<file path="src/rtl/tx_if_pkg.sv">
package tx_if_pkg;
  typedef enum logic [1:0] {
    ST_IDLE = 2'd0,
    ST_SEND = 2'd1,
    ST_DROP = 2'd2
  } tx_state_e;
endpackage

</file>
<file path="src/rtl/tx_if_sync.sv">
module tx_if_sync #(
  parameter int STAGES = 2,
  parameter int W      = 2
) (
  input  logic         clk_i,
  input  logic         rst_ni,
  input  logic [W-1:0] async_i,
  output logic [W-1:0] sync_o
);
  logic [STAGES-1:0][W-1:0] stg_q;

  generate
    if (STAGES == 1) begin : g_one
      always_ff @(posedge clk_i or negedge rst_ni) begin
        if (!rst_ni) stg_q <= '0;
        else         stg_q <= async_i;
      end
    end else begin : g_chain
      always_ff @(posedge clk_i or negedge rst_ni) begin
        if (!rst_ni) stg_q <= '0;
        else         stg_q <= {stg_q[STAGES-2:0], async_i};
      end
    end
  endgenerate

  assign sync_o = stg_q[STAGES-1];
endmodule

</file>
<file path="src/rtl/tx_if_ctrl.sv">
module tx_if_ctrl
  import tx_if_pkg::*;
(
  input  logic clk_i,
  input  logic rst_ni,
  input  logic gig_mode_i,
  input  logic half_duplex_i,
  input  logic valid_i,
  input  logic last_i,
  input  logic col_s_i,
  input  logic crs_s_i,
  output logic ready_o,
  output logic load_o,
  output logic adv_o,
  output logic stop_o,
  output logic abort_o,
  output logic cfg_gig_o
);
  tx_state_e state_q, state_d;
  logic last_q, phase_q, cfg_gig_q, cfg_half_q, abort_q;
  logic abort_d, go, byte_end, coll;

  // start gate: flow control in full duplex, deferral in half duplex
  assign go       = valid_i && !col_s_i && !(half_duplex_i && crs_s_i);
  assign byte_end = cfg_gig_q || phase_q;
  assign coll     = cfg_half_q && col_s_i;

  always_comb begin
    state_d = state_q;
    ready_o = 1'b0;
    load_o  = 1'b0;
    adv_o   = 1'b0;
    stop_o  = 1'b0;
    abort_d = 1'b0;
    unique case (state_q)
      ST_IDLE: begin
        ready_o = go;
        if (go) begin
          load_o  = 1'b1;
          state_d = ST_SEND;
        end
      end
      ST_SEND: begin
        if (coll) begin
          stop_o  = 1'b1;
          abort_d = 1'b1;
          state_d = last_q ? ST_IDLE : ST_DROP;
        end else if (!byte_end) begin
          adv_o = 1'b1;
        end else if (last_q) begin
          stop_o  = 1'b1;
          state_d = ST_IDLE;
        end else begin
          ready_o = 1'b1;
          if (valid_i) begin
            load_o = 1'b1;
          end else begin
            stop_o  = 1'b1;
            abort_d = 1'b1;
            state_d = ST_DROP;
          end
        end
      end
      ST_DROP: begin
        ready_o = 1'b1;
        if (valid_i && last_i) state_d = ST_IDLE;
      end
      default: state_d = ST_IDLE;
    endcase
  end

  always_ff @(posedge clk_i or negedge rst_ni) begin
    if (!rst_ni) begin
      state_q    <= ST_IDLE;
      last_q     <= 1'b0;
      phase_q    <= 1'b0;
      cfg_gig_q  <= 1'b0;
      cfg_half_q <= 1'b0;
      abort_q    <= 1'b0;
    end else begin
      state_q <= state_d;
      abort_q <= abort_d;
      if (load_o) begin
        last_q  <= last_i;
        phase_q <= 1'b0;
      end else if (adv_o) begin
        phase_q <= 1'b1;
      end
      if (state_q == ST_IDLE && go) begin
        cfg_gig_q  <= gig_mode_i;
        cfg_half_q <= half_duplex_i;
      end
    end
  end

  assign abort_o   = abort_q;
  assign cfg_gig_o = cfg_gig_q;
endmodule

</file>
<file path="src/rtl/tx_if_fmt.sv">
module tx_if_fmt #(
  parameter int DATA_W = 8
) (
  input  logic              clk_i,
  input  logic              rst_ni,
  input  logic              load_i,
  input  logic              adv_i,
  input  logic              stop_i,
  input  logic              gig_i,
  input  logic [DATA_W-1:0] data_i,
  output logic [DATA_W-1:0] txd_o,
  output logic              tx_en_o
);
  localparam int HALF_W = DATA_W / 2;

  logic [DATA_W-1:0] byte_q;
  logic              en_q, hi_q;
  logic [HALF_W-1:0] nib;

  always_ff @(posedge clk_i or negedge rst_ni) begin
    if (!rst_ni) begin
      byte_q <= '0;
      en_q   <= 1'b0;
      hi_q   <= 1'b0;
    end else if (stop_i) begin
      byte_q <= '0;
      en_q   <= 1'b0;
      hi_q   <= 1'b0;
    end else if (load_i) begin
      byte_q <= data_i;
      en_q   <= 1'b1;
      hi_q   <= 1'b0;
    end else if (adv_i) begin
      hi_q   <= 1'b1;
    end
  end

  assign nib = hi_q ? byte_q[DATA_W-1:HALF_W] : byte_q[HALF_W-1:0];

  always_comb begin
    if (!en_q)      txd_o = '0;
    else if (gig_i) txd_o = byte_q;
    else            txd_o = {{(DATA_W-HALF_W){1'b0}}, nib};
  end

  assign tx_en_o = en_q;
endmodule

</file>
<file path="src/rtl/dual_rate_tx_if.sv">
module dual_rate_tx_if #(
  parameter int DATA_W      = 8,
  parameter int SYNC_STAGES = 2
) (
  input  logic              clk_i,
  input  logic              rst_ni,
  input  logic              gig_mode_i,
  input  logic              half_duplex_i,
  input  logic [DATA_W-1:0] tx_data_i,
  input  logic              tx_valid_i,
  input  logic              tx_last_i,
  output logic              tx_ready_o,
  input  logic              col_i,
  input  logic              crs_i,
  output logic [DATA_W-1:0] txd_o,
  output logic              tx_en_o,
  output logic              abort_o
);
  logic [1:0] sync_out;
  logic       col_sync, crs_sync;
  logic       load, adv, stop, cfg_gig;

  tx_if_sync #(.STAGES(SYNC_STAGES), .W(2)) u_sync (
    .clk_i  (clk_i),
    .rst_ni (rst_ni),
    .async_i({crs_i, col_i}),
    .sync_o (sync_out)
  );
  assign col_sync = sync_out[0];
  assign crs_sync = sync_out[1];

  tx_if_ctrl u_ctrl (
    .clk_i        (clk_i),
    .rst_ni       (rst_ni),
    .gig_mode_i   (gig_mode_i),
    .half_duplex_i(half_duplex_i),
    .valid_i      (tx_valid_i),
    .last_i       (tx_last_i),
    .col_s_i      (col_sync),
    .crs_s_i      (crs_sync),
    .ready_o      (tx_ready_o),
    .load_o       (load),
    .adv_o        (adv),
    .stop_o       (stop),
    .abort_o      (abort_o),
    .cfg_gig_o    (cfg_gig)
  );

  tx_if_fmt #(.DATA_W(DATA_W)) u_fmt (
    .clk_i  (clk_i),
    .rst_ni (rst_ni),
    .load_i (load),
    .adv_i  (adv),
    .stop_i (stop),
    .gig_i  (cfg_gig),
    .data_i (tx_data_i),
    .txd_o  (txd_o),
    .tx_en_o(tx_en_o)
  );
endmodule

</file>
<file path="config.mk">
export PLATFORM = sky130hd
export DESIGN_NAME = dual_rate_tx_if
export DESIGN_NICKNAME = d
export VERILOG_FILES = /design/src/rtl/tx_if_pkg.sv /design/src/rtl/tx_if_sync.sv /design/src/rtl/tx_if_ctrl.sv /design/src/rtl/tx_if_fmt.sv /design/src/rtl/dual_rate_tx_if.sv
export SDC_FILE = /design/constraint.sdc
export NUM_CORES = 1
export LEC_CHECK = 0
export BUFFER_PORTS_ARGS = -buffer_cell sky130_fd_sc_hd__buf_4
export CELL_PAD_IN_SITES_DETAIL_PLACEMENT = 1
export CELL_PAD_IN_SITES_GLOBAL_PLACEMENT = 1
export CORE_MARGIN = 3
export CORE_UTILIZATION = 27
export CTS_BUF_LIST = sky130_fd_sc_hd__clkbuf_4 sky130_fd_sc_hd__clkbuf_8
export DETAILED_ROUTE_END_ITERATION = 8
export GPL_TIMING_DRIVEN = 0
export MAX_ROUTING_LAYER = met4
export PLACE_DENSITY = 0.62
export SLEW_MARGIN = 20
export SYNTH_ARGS = -nofsm -noshare
export SYNTH_HDL_FRONTEND = slang
export SYNTH_SLANG_ARGS = --single-unit
</file>
<file path="constraint.sdc">
create_clock -name clk_i -period 1.76 [get_ports clk_i]
set_clock_uncertainty 0.2 [all_clocks]
set_input_delay 0.176 -clock clk_i [delete_from_list [all_inputs] [get_ports clk_i]]
set_output_delay 0.176 -clock clk_i [all_outputs]
set_load 0.1 [all_outputs]
</file>
==> impl_results.md, run 1 <==
* Critical path fanouts, max at 4
* Mapped Area at 940.9 um^2
* Worst hold path class: input pin to flop
* CP peak stage delay at between 0.4 and 0.5 ns
* CTS clk-pin slew, worst paths at 0.12 ns
* Vias in the first global route at 923
* Core Region at around 3200 um^2
* Area Growth Syn to Fin at 78.06%
* Number of setup violations in the final report at 9
* Detailed Place HPWL at 1595 um
* Overflow after GRT at 0
* Via count at roughly 840
* Most common cell on crit path: nor2b_4
* R2r worst-path depth at 5
* Final Max Tran Viols at 0
* GRT Overall Usage at 0.1412
* Crit Path Class: flop to output pin
* Total Routed Length at about 2800 um
* RR Endpoint: u_ctrl.last_q
* DR pass1 iterations at 4
* Initial Utilization at 0.2961
* Top cells by area, synth: dfrtp_1, a22o_1, mux2i_1
* Failing checks: negative setup slack
* CP Cell Sequence: nor2b_4 > buf_8 > mux2i_4 > nor2b_4 > buf_12
* Placer Congestion at approximately 0.7
* Placed Cells at 149
* Arrival @ worst endpoint at ~1.6 ns
* Peak VDD IR at approximately 0.61 mV
* Delay-heaviest family, CP: flip-flops
* Largest net degree at the start of global routing at 22
* Final Power at ~3.3 mW
* Die Area at about 4200 um^2
* Min Tclk post-route at 1.929 ns
* Htree depth at 1
* Hold path depth at 4
* Req. time, crit path at 1.38 ns
* Critical path endpoint category: output pin
* Final period util at 1.096
* Initial antenna violation count at 0
* Worst Tran Pin Value at about 0.42 ns
* LEAKAGE at ~0.73 nW
* CTS sink cnt at 21
* Post-synthesis sequential area ratio at 0.5585
* Ports at 27
* Number of buffers created by CTS at 3
* Clock tree buffer depth at 2
* Clk root buf: clkbuf_4
* Share of cells above drive strength 1 at 0.4923
* Pwr Density at 1968 nW/um^2
* Slew margin rel. at 0.7164
* Post-Layout Cell Count at 174
* Slowest cell on crit path: dfrtp_2
* Hold_ws at between 0.03 and 0.04 ns
* Die width at roughly 65 um
* First-pass GRT wire length at between 4000 and 5000 um
* Post-route DRC at 0
* Seq cells post-synth at 21
* Endpoint, Worst Hold: u_ctrl.state_q[1]
* Post-route ant nets at 0
* Final worst slack at -0.1687 ns
* YS warnings at 0
* Worst Path Buf+Inv at 2
* Post-Syn Nets at 95
* Net count, final at roughly 150
* Worst r2r src: u_sync.sync_o[0]
* Netlist cell types at 22
* Drt initial violations at 22
* Fraction of registers with async set/reset at 1.000
* Flop-to-flop setup slack at -0.05 ns
* Syn_area_per_cell at around 12 um^2
* Rows at 20
* CP startpoint kind: flop
* DR WL/cell at roughly 16 um
* EDFF count, synth at 0
* IO buf count at 26
* CTS tree: built
* Number of diodes at 0
* Post-synth top area cell: dfrtp_1
* Dominant synthesized flop cell: dfrtp_1
* Worst-Skew Late Latency at around 0.30 ns
* RSZ-0062 raised after global routing: yes
* Hold Crit Start: tx_valid_i
* WP depth at 5
* Status: complete, but fails checks
* Vias per inst at approximately 4.8
* # Max-Cap Violations at 0
* Synth top area share at 0.5585
* Mapped Cells at a little under 80
* Max Clk Rate at 0.5185 GHz
* Final Hold Fails at 0
* Die height at 65.03 um
[layer usage]
metal  vias to the layer above  track usage  share of wire
met2                        12       0.2427           0.56
met5                         -            -              0
li1                        393            -              -
met3                         2      0.01560          0.025
met1                       429       0.1732           0.41
met4                         0      0.04663         0.0083
[stage by stage]
step           worst slack, ns  utilization  cell area, um^2  setup TNS (ns)
3_5_place_dp           -0.1573       0.3878             1232         -0.9779
4_1_cts                -0.2052       0.5000             1589          -1.639
2_1_floorplan          -0.2010            -            982.2         -0.2010
5_1_grt                -0.2460       0.5272             1675          -2.146
3_3_place_gp           -0.1536       0.3878             1232         -0.8122
6_report               -0.1687       0.5272             1675         -0.7407
[final cells by class]
type	count	area (um^2)
Buffer	2	26.28
Clock buffer	4	30.03
Fill cell	342	1503
Multi-Input combinational cell	56	536.8
Sequential cell	21	529.3
Tap cell	44	55.05
Timing Repair Buffer	47	498.0
[power by group]
group	internal [mW]	leakage, nW	switching (mW)
combinational	0.899	0.454	1.21
sequential	0.675	0.259	0.261
clock	0.104	0.0184	0.144
total	1.68	0.732	1.62
[layout by cell type (no fill, tap or decap), drive strengths merged]
master,n
or3,1
a311oi,1
o21ai,1
a2111oi,1
nand2,3
a22o,8
mux2,3
buf,34
nor2,8
a21oi,7
o31ai,1
nand3,2
dfrtp,21
dlygate4sd3,15
o21a,1
a41o,1
and3,4
nor2b,7
mux2i,5
clkbuf,4
nand2b,2
[Yosys cell counts (2+ instances only)]
library cell  number
mux2i_1            5
nor2b_1            7
mux2_2             2
and3_1             4
nand3_1            2
dfrtp_1           21
nor2_1             8
a21oi_1            7
a22o_1             8
nand2_1            3
[how the worst max path moves through the flow]
| stage | startpoint | endpoint | slack (ns) |
|---|---|---|---|
| after floorplan | u_sync.sync_o[0] | tx_ready_o | -0.20 |
| after global placement | u_ctrl.state_q[1] | u_ctrl.last_q | -0.15 |
| after detailed placement | u_sync.sync_o[0] | u_ctrl.last_q | -0.16 |
| after CTS | u_ctrl.cfg_gig_o | txd_o[2] | -0.21 |
| after global routing | u_ctrl.cfg_gig_o | txd_o[1] | -0.25 |
| final | u_ctrl.cfg_gig_o | txd_o[1] | -0.17 |
[cells by family (layout without fill, tap and decap cells)]
| family | count (synthesis) | after routing | share of synthesized area |
|---|---|---|---|
| AOI/OAI and AO/OA | 21 | 21 | 0.1822 |
| buffers and inverters | 2 | 53 | 0.01595 |
| DFF | 21 | 21 | 0.5585 |
| muxes | 8 | 8 | 0.09308 |
| and+or+nand+nor | 27 | 27 | 0.1503 |
[sequential cells by signal, summed over array words and instances, names as in the netlist]
name and flops:
u_ctrl.abort_o 1, u_ctrl.cfg_gig_o 1, u_ctrl.cfg_half_q 1, u_ctrl.last_q 1, u_ctrl.phase_q 1, u_ctrl.state_q 2, u_fmt.byte_q 8, u_fmt.hi_q 1
u_fmt.tx_en_o 1, u_sync.stg_q 2, u_sync.sync_o 2
[worst register-to-register path, stage by stage, from the launching register on]
cell       delay (ns)
dfrtp_1          0.40
nand2b_4         0.16
a2111oi_4        0.39
a41o_1           0.16
buf_6            0.11
mux2_4           0.29
[what timing repair did]
action,CTS,global route
buffers inserted,4,2
pin swaps,1,1
hold buffers,15,0
hold endpoints to repair,36,0
resized for setup,33,19
setup endpoints to repair,14,20
(Power assumes the default switching activity.)
==> run 2, diff against run 1 <==
--- a/config.mk
+++ b/config.mk
@@ -7,5 +7,4 @@
 export LEC_CHECK = 0
+export ABC_AREA = 1
 export BUFFER_PORTS_ARGS = -buffer_cell sky130_fd_sc_hd__buf_4
-export CELL_PAD_IN_SITES_DETAIL_PLACEMENT = 1
-export CELL_PAD_IN_SITES_GLOBAL_PLACEMENT = 1
 export CORE_MARGIN = 3
@@ -16,3 +15,3 @@
 export MAX_ROUTING_LAYER = met4
-export PLACE_DENSITY = 0.62
+export PLACE_DENSITY = 0.51
 export SLEW_MARGIN = 20
--- a/constraint.sdc
+++ b/constraint.sdc
@@ -4,2 +4,2 @@
 set_output_delay 0.176 -clock clk_i [all_outputs]
-set_load 0.1 [all_outputs]
+set_load 0.02 [all_outputs]
==> run 2 against run 1 <==
The flow now finishes without violations. Wire length down 9.5%. Clock-buffer cell count unchanged. Cell count up 21%. Area after synthesis up 9.4%. Critical path depth up 1. Sequential power down 16%. Global-route usage down 1.0 points. Flip-flop and latch count unchanged. Utilization down 9.0 points. Design area down 8.9%. Critical endpoint unchanged. Largest cell class is now sequential cells. Highest routed layer unchanged.
==> impl_results.md, run 2 <==
* Crit Path Class: flop to output pin
* Count leader, synth: nand2_1
* Syn_area_per_cell at 8.727 um^2 (-27%)
* Die Area at 4591 um^2 (+8.6%)
* Overflow after GRT at 0 (unchanged)
* Synth top area share at 0.5103 (-0.04818)
* Total Routed Length at 2520 um (-9.5%)
* Worst-Skew Late Latency at 0.26 ns (-0.04 ns)
* Placer Congestion at 0.8152 (+15%)
* Largest net degree at the start of global routing at 22 (unchanged)
* Die height at 67.76 um (+4.2%)
* Number of setup violations in the final report at 0 (-9)
* LEAKAGE at 0.7793 nW (+6.5%)
* Htree depth at 1 (unchanged)
* GRT Overall Usage at 0.1310 (-0.01016)
* Largest Register: u_fmt.byte_q
* DR WL/cell at 11.94 um (-25%)
* Critical path endpoint category: output pin
* Dominant synthesized flop cell: dfrtp_1
* Ports at 27 (unchanged)
* Pwr Density at 1433 nW/um^2 (-27%)
* Post-Syn Nets at 134 (+41%)
* Mapped Cells at 118 (+49%)
* Vias in the first global route at 930 (+0.76%)
* Clock tree buffer depth at 2 (unchanged)
* CP Cell Sequence: inv_2 > nand2_1 > inv_2 > o21ai_0 > a21oi_1 > buf_4
* Max Clk Rate at 0.5887 GHz (+14%)
* Share of cells above drive strength 1 at 0.3818 (-0.1105)
* Initial Utilization at 0.2947 (-0.001398)
* RSZ-0062 raised after global routing: yes
* Final Power at 2.187 mW (-34%)
* CTS sink cnt at 21 (unchanged)
* Via count at 925 (+11%)
* Post-route ant nets at 0 (unchanged)
* Rows at 21 (+5.0%)
* Mapped Area at 1030 um^2 (+9.4%)
* Status: finished clean
* Slowest cell on crit path: dfrtp_2
* Final Instance Area at 1526 um^2 (-8.9%)
* Worst Tran Pin Value at 0.2653 ns (-0.1597 ns)
* Core Region at 3495 um^2 (+10%)
* Number of diodes at 0 (unchanged)
* Critical path fanouts, max at 7 (+3)
* Initial antenna violation count at 0 (unchanged)
* Final Max Tran Viols at 0 (unchanged)
* Netlist cell types at 17 (-23%)
* Most common cell on crit path: inv_2
* Top cells by area, synth: dfrtp_1, nand2_2, nand2_1
* Fraction of registers with async set/reset at 1.000 (unchanged)
* First-pass GRT wire length at 4291 um (-4.6%)
* Drt initial violations at 37 (+68%)
* DR pass1 iterations at 4 (unchanged)
* TNS Setup at 0 ns (+0.7407 ns)
* EDFF count, synth at 0 (unchanged)
* # Max-Cap Violations at 0 (unchanged)
* Clk root buf: clkbuf_8
* Post-synth top area cell: dfrtp_1
* Slew margin rel. at 0.8231 (+0.1067)
* Net count, final at 182 (+24%)
* Arrival @ worst endpoint at 1.32 ns (-0.23 ns)
* Peak VDD IR at 0.5562 mV (-9.5%)
* Hold_ws at 0.04079 ns (+0.003031 ns)
* CP startpoint kind: flop
* Post-route DRC at 0 (unchanged)
* CTS tree: built
* Final Hold Fails at 0 (unchanged)
* Seq cells post-synth at 21 (unchanged)
* Vias per inst at 4.384 (-8.8%)
* Final period util at 0.9651 (-0.1308)
* Most common library cell in the layout ignoring fill and taps: buf_4
* CP peak stage delay at 0.45 ns (-0.02 ns)
* Die width at 67.76 um (+4.2%)
* Req. time, crit path at 1.38 ns (about the same)
* YS warnings at 0 (unchanged)
* Worst hold path class: input pin to flop
* Final core utilization at 0.4368 (-0.09036)
* Number of buffers created by CTS at 3 (unchanged)
* Min Tclk post-route at 1.699 ns (-0.2301 ns)
* IO buf count at 26 (unchanged)
* Post-synthesis sequential area ratio at 0.5103 (-0.04818)
* Commonest non-fill, non-tap cells in the layout: buf_4, nand2_1, dfrtp_1
* Post-DP Area at 1282 um^2 (+4.1%)
* Max reg flops at 8 (unchanged)
* Commonest cells in the netlist: nand2_1, dfrtp_1, inv_1, nand2_2
* Detailed Place HPWL at 1778 um (+11%)
* CTS clk-pin slew, worst paths at 0.07 ns (-0.05 ns)
* Area Growth Syn to Fin at 48.24%
[run 2: layout make-up]
class / instances / area [um^2]
inverters: 14 / 52.55
clock buffers: 4 / 48.80
flip-flops and latches: 21 / 526.8
fillers: 350 / 1968
well taps: 46 / 57.56
repair buffers: 43 / 357.8
multi-input cells: 81 / 451.7
plain buffers: 2 / 31.28
[run 2: cells by family after synthesis]
kind of cell	after synthesis	share of synthesized area
flip-flops	21	0.5103
buffers and inverters	16	0.08141
AND/OR/NAND/NOR	64	0.3256
AO/OA/AOI/OAI	17	0.08262
[run 2: timing repair]
item / in CTS / in global routing
endpoints found under the hold margin: 35 / 0
setup buffers: 1 / 2
setup endpoints to repair: 5 / 5
gates resized for setup: 4 / 9
hold buffers: 14 / 0
[run 2: where the power goes]
| part | internal (mW) | switching, mW |
|---|---|---|
| registers | 0.649 | 0.138 |
| clock network | 0.177 | 0.154 |
| logic | 0.450 | 0.620 |
| total | 1.28 | 0.912 |
[run 2: path summary, 6_finish.rpt]
check                                  start          endpoint  slack [ns]  cells past startpoint
min                               tx_valid_i    u_ctrl.abort_o        0.04                      4
max                         u_ctrl.cfg_gig_o          txd_o[1]        0.06                      6
min reg2reg                  u_sync.stg_q[1]  u_sync.sync_o[1]        0.15                      0
max reg2reg                u_ctrl.state_q[1]     u_ctrl.last_q        0.27                      7
max in group asynchronous             rst_ni  u_ctrl.cfg_gig_o        0.99                      2
min in group asynchronous             rst_ni    u_ctrl.abort_o        0.14                      2
[run 2: per-layer routing]
layer	GRT usage	vias to the layer above	wire, um	part of all wire
met5	-	-	0	0
met4	0.06835	0	27	0.011
met3	0.02496	2	82	0.033
met2	0.1956	13	1252	0.50
met1	0.1674	436	1157	0.46
li1	-	474	-	-
[run 2: per-stage QoR]
step                instances  worst slack, ns
detailed placement        190           0.1369
finish                    211          0.06144
global placement          190           0.1268
global route              211         -0.02603
floorplan                 118           0.2843
CTS                       209          0.02846
[run 2: critical path, delay by kind of cell, from the launching register on]
| family | cells | cell delay, ns |
|---|---|---|
| compound gates | 2 | 0.22 |
| buf+inv | 3 | 0.34 |
| flops | 1 | 0.45 |
| simple gates | 1 | 0.05 |
